--- src/rtl/i2c_am_pkg.sv ---
// Package: shared constants and state type for the masked address matcher.
// Assumes 8-bit address bytes as on any I2C bus.
package i2c_am_pkg;
    localparam int          BYTE_W     = 8;
    localparam int          MASK_W     = 5;
    localparam logic [4:0]  TEN_PREFIX = 5'b11110;

    typedef enum logic [2:0] {
        ST_IDLE,    // waiting for START
        ST_ADDR,    // shifting address bits
        ST_ACKW,    // matched, waiting for SCL low to drive ACK
        ST_ACK,     // driving ACK through ninth clock
        ST_DONE,    // address phase finished, wait for START/STOP
        ST_IGNORE   // mismatch, wait for START
    } am_state_t;
endpackage

--- src/rtl/i2c_bus_edges.sv ---
// Bus event detector: registers the previous SCL/SDA levels and flags
// START, STOP and SCL edges for the current clock.
// Assumes scl_i/sda_i are already synchronized to clk.
module i2c_bus_edges (
    input  logic clk,
    input  logic rst_n,
    input  logic scl_i,
    input  logic sda_i,
    output logic ev_start,
    output logic ev_stop,
    output logic ev_rise,
    output logic ev_fall
);
    logic scl_q;
    logic sda_q;

    // Keep last seen bus levels; idle bus is high.
    always_ff @(posedge clk) begin
        if (!rst_n) begin
            scl_q <= 1'b1;
            sda_q <= 1'b1;
        end else begin
            scl_q <= scl_i;
            sda_q <= sda_i;
        end
    end

    // Decode bus conditions from the old and new levels.
    always_comb begin
        ev_start = scl_q & scl_i & sda_q & ~sda_i;
        ev_stop  = scl_q & scl_i & ~sda_q & sda_i;
        ev_rise  = ~scl_q & scl_i;
        ev_fall  = scl_q & ~scl_i;
    end
endmodule

--- src/rtl/addr_mask_cmp.sv ---
// Masked address comparator: decides whether a received byte matches the
// own address in 7-bit mode, the 10-bit first byte, or the 10-bit low byte.
// Assumes BYTE_W = 8 and MASK_W <= BYTE_W - 2.
module addr_mask_cmp #(
    parameter int BYTE_W = 8,
    parameter int MASK_W = 5
) (
    input  logic [BYTE_W-1:0] rx_byte,
    input  logic [BYTE_W-1:0] own_addr,
    input  logic [1:0]        own_hi,
    input  logic [MASK_W-1:0] mask,
    input  logic              ten_bit,
    input  logic              second,
    output logic              hit
);
    import i2c_am_pkg::*;

    logic [BYTE_W-1:0] care_seven;
    logic [BYTE_W-1:0] care_ten;

    // Build per-bit "must compare" vectors for both mask mappings.
    for (genvar g = 0; g < BYTE_W; g++) begin : g_care
        if (g == 0) begin : g_b0
            assign care_seven[g] = 1'b0;         // R/W position
            assign care_ten[g]   = ~mask[0];     // shares mask bit 1
        end else if (g <= MASK_W) begin : g_mid
            assign care_seven[g] = ~mask[g-1];
            if (g == 1) begin : g_b1
                assign care_ten[g] = ~mask[0];
            end else begin : g_bn
                assign care_ten[g] = ~mask[g-1];
            end
        end else begin : g_top
            assign care_seven[g] = 1'b1;
            assign care_ten[g]   = 1'b1;
        end
    end

    logic hit_seven;
    logic hit_first;
    logic hit_low;

    // Select the comparison that applies to the current byte.
    always_comb begin
        hit_seven = ((rx_byte ^ own_addr) & care_seven) == '0;
        hit_first = (rx_byte[7:3] == TEN_PREFIX) && (rx_byte[2:1] == own_hi);
        hit_low   = ((rx_byte ^ own_addr) & care_ten) == '0;
        if (!ten_bit)    hit = hit_seven;
        else if (second) hit = hit_low;
        else             hit = hit_first;
    end
endmodule

--- src/rtl/i2c_addr_mask_match.sv ---
// Address phase of an I2C slave with a maskable own address.
// Detects START/STOP, shifts address bytes on SCL rise, compares under the
// mask, drives ACK in the ninth clock and pulses match_o on a full match.
// Assumes synchronized inputs and an open-drain pad driven by sda_pull_o.
module i2c_addr_mask_match
    import i2c_am_pkg::*;
(
    input  logic              clk,
    input  logic              rst_n,
    input  logic              scl_i,
    input  logic              sda_i,
    input  logic              cfg_ten_bit,
    input  logic [BYTE_W-1:0] cfg_own_addr,
    input  logic [1:0]        cfg_own_hi,
    input  logic [MASK_W-1:0] cfg_mask,
    output logic              sda_pull_o,
    output logic              match_o,
    output logic [BYTE_W-1:0] rx_addr_o
);
    localparam int CNT_W = $clog2(BYTE_W);

    logic ev_start, ev_stop, ev_rise, ev_fall;

    i2c_bus_edges u_edges (
        .clk      (clk),
        .rst_n    (rst_n),
        .scl_i    (scl_i),
        .sda_i    (sda_i),
        .ev_start (ev_start),
        .ev_stop  (ev_stop),
        .ev_rise  (ev_rise),
        .ev_fall  (ev_fall)
    );

    am_state_t         state;
    logic [CNT_W-1:0]  bit_cnt;
    logic [BYTE_W-1:0] shreg;
    logic              second;
    logic [BYTE_W-1:0] byte_now;
    logic              hit;
    logic              last_byte;

    // Byte as it stands once the current bit is shifted in.
    always_comb begin
        byte_now  = {shreg[BYTE_W-2:0], sda_i};
        last_byte = !cfg_ten_bit || second;
    end

    addr_mask_cmp #(.BYTE_W(BYTE_W), .MASK_W(MASK_W)) u_cmp (
        .rx_byte  (byte_now),
        .own_addr (cfg_own_addr),
        .own_hi   (cfg_own_hi),
        .mask     (cfg_mask),
        .ten_bit  (cfg_ten_bit),
        .second   (second),
        .hit      (hit)
    );

    // Address-phase sequencer: shift, compare, acknowledge, pulse.
    always_ff @(posedge clk) begin
        if (!rst_n) begin
            state      <= ST_IDLE;
            bit_cnt    <= '0;
            shreg      <= '0;
            second     <= 1'b0;
            sda_pull_o <= 1'b0;
            match_o    <= 1'b0;
            rx_addr_o  <= '0;
        end else begin
            match_o <= 1'b0;
            if (ev_start) begin
                state      <= ST_ADDR;
                bit_cnt    <= '0;
                second     <= 1'b0;
                sda_pull_o <= 1'b0;
            end else if (ev_stop) begin
                state      <= ST_IDLE;
                sda_pull_o <= 1'b0;
            end else begin
                case (state)
                    ST_ADDR: if (ev_rise) begin
                        shreg <= byte_now;
                        if (bit_cnt == CNT_W'(BYTE_W - 1)) begin
                            bit_cnt   <= '0;
                            rx_addr_o <= byte_now;
                            if (hit) begin
                                state   <= ST_ACKW;
                                match_o <= last_byte;
                            end else begin
                                state <= ST_IGNORE;
                            end
                        end else begin
                            bit_cnt <= bit_cnt + 1'b1;
                        end
                    end
                    ST_ACKW: if (ev_fall) begin
                        sda_pull_o <= 1'b1;
                        state      <= ST_ACK;
                    end
                    ST_ACK: if (ev_fall) begin
                        sda_pull_o <= 1'b0;
                        if (!last_byte) begin
                            second <= 1'b1;
                            state  <= ST_ADDR;
                        end else begin
                            state <= ST_DONE;
                        end
                    end
                    default: ;
                endcase
            end
        end
    end

    // ACK only starts and ends while SCL is low.
    a_r6_pull_starts_scl_low: assert property (@(posedge clk) disable iff (!rst_n)
        $rose(sda_pull_o) |-> !scl_i);
    a_r6_pull_ends_scl_low: assert property (@(posedge clk) disable iff (!rst_n)
        $fell(sda_pull_o) |-> !scl_i);
    // match pulse lasts one clock and is followed by an ACK.
    a_r7_single_pulse: assert property (@(posedge clk) disable iff (!rst_n)
        match_o |=> !match_o);
    a_r7_pulse_then_ack: assert property (@(posedge clk) disable iff (!rst_n)
        match_o |-> state == ST_ACKW);
    // a rejected address never drives the bus.
    a_r9_ignore_silent: assert property (@(posedge clk) disable iff (!rst_n)
        state == ST_IGNORE |-> !sda_pull_o);
    // START always releases the bus.
    a_r1_start_releases: assert property (@(posedge clk) disable iff (!rst_n)
        ev_start |=> !sda_pull_o);
endmodule

--- config.mk ---
export PLATFORM = sky130hd
export DESIGN_NAME = i2c_addr_mask_match
export DESIGN_NICKNAME = d
export VERILOG_FILES = /design/src/rtl/i2c_am_pkg.sv /design/src/rtl/i2c_bus_edges.sv /design/src/rtl/addr_mask_cmp.sv /design/src/rtl/i2c_addr_mask_match.sv
export SDC_FILE = /design/constraint.sdc
export NUM_CORES = 1
export LEC_CHECK = 0
export CAP_MARGIN = 30
export CORE_MARGIN = 2
export CORE_UTILIZATION = 35
export DETAILED_ROUTE_END_ITERATION = 6
export PLACE_DENSITY_LB_ADDON = 0.25
export SLEW_MARGIN = 25
export SYNTH_ARGS = -nofsm -noshare
export SYNTH_HDL_FRONTEND = slang
export SYNTH_SLANG_ARGS = --single-unit
--- constraint.sdc ---
create_clock -name clk -period 3 [get_ports clk]
set_input_delay 0.9 -clock clk [delete_from_list [all_inputs] [get_ports clk]]
set_output_delay 0.9 -clock clk [all_outputs]
set_load 0.1 [all_outputs]
==> metrics <==
worst setup path category in -> reg; diode count 0; die width between 60 and 70 um; combinational share of power 0.114; global-route wire length before repair 4790 um; clock network fraction of design power 0.315; GR Overflow Total 0; CTS clk-pin slew, worst paths approximately 0.09 ns; Via density a little under 5; Tmin final 2.31 ns; Max-Cap Viols 0; Critical Path AT roughly 2.5 ns; io pins 30; post-CTS resize count 0; Residual DRC 0; synthesis-to-layout area growth 27.9%; Leak around 0.64 nW; die height between 60 and 70 um; CTS Hold Bufs 0; Total GRT Usage 0.145; Worst-Skew Late Latency 0.27 ns; Worst setup EP type flop; type of the worst min-delay path reg -> reg; number of synthesized flops with an enable pin 0; Fmax around 0.43 GHz; sw frac 0.222; hpwl dp 2250 um; Req. time, crit path between 3 and 4 ns; Rows 22; GPL Wtd Cong 0.831; initial antenna violation count 0; vias post-DR approximately 1100; vias in the first global route between 1000 and 1500; Worst path max stage delay between 0.4 and 0.5 ns; period utilisation layout 0.770; Die Area 4210 sq um; CTS sink count 26; status finished, final reports clean; synth unique cells 38; Mapped Area approximately 1300 sq um; Fin Hold WS 0.497 ns; CP top delay family simple AND/OR/NAND/NOR gates; RSZ-0062 raised after global routing no; final WL 2820 um; main area contributors after synthesis dfxtp_1 40%, mux2i_1 6.9%, xnor2_1 6.8%, nor2b_1 5.8%, a21boi_0 4.6%; CP max FO 12; core area 3610 sq um; dominant synthesized flop cell dfxtp_1; most common cell in the netlist dfxtp_1; Setup TNS 0 ns; Routed Antenna Nets 0; fin area 1660 sq um; Worst VDD drop 248 uV; Initial Util 0.360; slowest CP cell clkdlybuf4s50_1; layout cells sized above 1 0.157; crit path cell chain clkdlybuf4s50_1, nor3b_2, buf_4, nand2_1, nor3b_1, a21oi_1, nor2_1; number of port buffers 29; yosys warns 0; Post-synth ARST share 0; Slew HR 0.663; final slew viol count 0; synthesized area per cell approximately 9.5 sq um; Bufs and invs on worst path 2; final net count 190; post-synthesis net count ~160; dominant cell type by area after synthesis dfxtp_1; DRT Pass-1 Iters 3; CP startpoint kind input port; largest net degree at the start of global routing 14; PD cells approximately 370 nW/um^2; Final Hold Viols 0; Longest Clk Path Bufs 2; clk root buf clkbuf_8; top cells by count, synth 26 x dfxtp_1, 12 x nor2b_1, 11 x nand3_1, 10 x nand2_1, 10 x xnor2_1; initial DRC count 26; DR WL/cell 13.2 um; cell-internal power 0.000478 W; Num CTS Buffers 3; # H-tree levels 1; clock skew slightly below 0.008 ns; sequential share of power 0.570; Mapped Cells 136; setup violators final 0; CTS tree yes; Net Switching 0.000136 W; Synth top area share 0.401; #FFs+latches synth 26; DP Area ~1600 sq um; Setup Buffers After CTS 0; Slew @ Worst Pin 0.500 ns; register area share after synthesis 0.401
-- stage by stage --
stage | cells | util | total power [W] | setup slack [ns]
6_report | 214 | 0.460 | 0.000614 | 0.690
5_1_grt | 214 | 0.460 | 0.000643 | 0.465
4_1_cts | 214 | 0.460 | 0.000623 | 0.692
3_5_place_dp | 211 | 0.449 | 0.000429 | 0.421
3_3_place_gp | 211 | 0.449 | 0.000428 | 0.509
2_1_floorplan | 136 | - | 0.000392 | 1.10
-- power by group through the flow --
| stage | clock network [W] | registers (W) | logic, W |
|---|---|---|---|
| 6_report | 0.000194 | 0.000350 | 0.0000702 |
| 3_5_place_dp | 0 | 0.000359 | 0.0000705 |
| 2_1_floorplan | 0 | 0.000358 | 0.0000346 |
| 3_3_place_gp | 0 | 0.000359 | 0.0000695 |
| 5_1_grt | 0.000216 | 0.000351 | 0.0000758 |
| 4_1_cts | 0.000201 | 0.000351 | 0.0000709 |
-- tightest hold or removal path, stage by stage (launching register included) --
cell and delay, ns:
dfxtp_1 0.32, o21ai_0 0.06, a21boi_0 0.07
-- routing by layer --
| layer | routed length, um | track usage | up-vias |
|---|---|---|---|
| li1 | - | - | 544 |
| met1 | 1280 | 0.173 | 495 |
| met2 | 1420 | 0.259 | 15 |
| met3 | 94 | 0.0347 | 2 |
| met4 | 23 | 0.0399 | 0 |
| met5 | 0 | 0 | - |
-- cells by family after synthesis --
group,Yosys count,synth area share
flip-flops,26,0.401
XOR/XNOR,10,0.0675
buffers and inverters,7,0.0299
AND/OR/NAND/NOR,54,0.241
AO/OA/AOI/OAI,28,0.172
multiplexers,9,0.0694
adder cells (fa/ha/maj),2,0.0193
-- final cells by class --
type                       count  area, sq um
timing repair buffer          33          295
clock buffer                   3         41.3
sequential                    26          520
multi-input combinational    103          738
fill                         345         1950
inverter                       1         3.75
tap                           48         60.1
-- final timing paths --
kind / from / slack [ns] / endpoint / cells past startpoint
setup / recovery: scl_i / 0.69 / bit_cnt[1] / 7
setup reg to reg: bit_cnt[0] / 1.30 / rx_addr_o[0] / 6
hold reg to reg: sda_pull_o / 0.50 / sda_pull_o / 2
hold / removal: sda_pull_o / 0.50 / sda_pull_o / 2
-- cell usage in the layout, fill, tap and decap left out, types with 2 or more instances in the layout --
| master | instances |
|---|---|
| nor2b_1 | 12 |
| clkdlybuf4s50_1 | 19 |
| nand2_1 | 10 |
| a21boi_0 | 8 |
| nand2b_1 | 5 |
| nand3_1 | 11 |
| ha_1 | 2 |
| clkbuf_8 | 3 |
| dfxtp_1 | 26 |
| nor2_1 | 4 |
| nor3_1 | 2 |
| o22ai_1 | 2 |
| a21oi_1 | 4 |
| o21ai_0 | 4 |
| xnor2_1 | 10 |
| buf_4 | 14 |
| mux2i_1 | 9 |
-- sequential cells by signal, indices dropped and copies added (netlist names) --
signal,cells
bit_cnt,3
match_o,1
rx_addr_o,8
sda_pull_o,1
second,1
shreg,7
state,3
u_edges.scl_q,1
u_edges.sda_q,1
No activity file was read; power rests on OpenSTA's default activity.
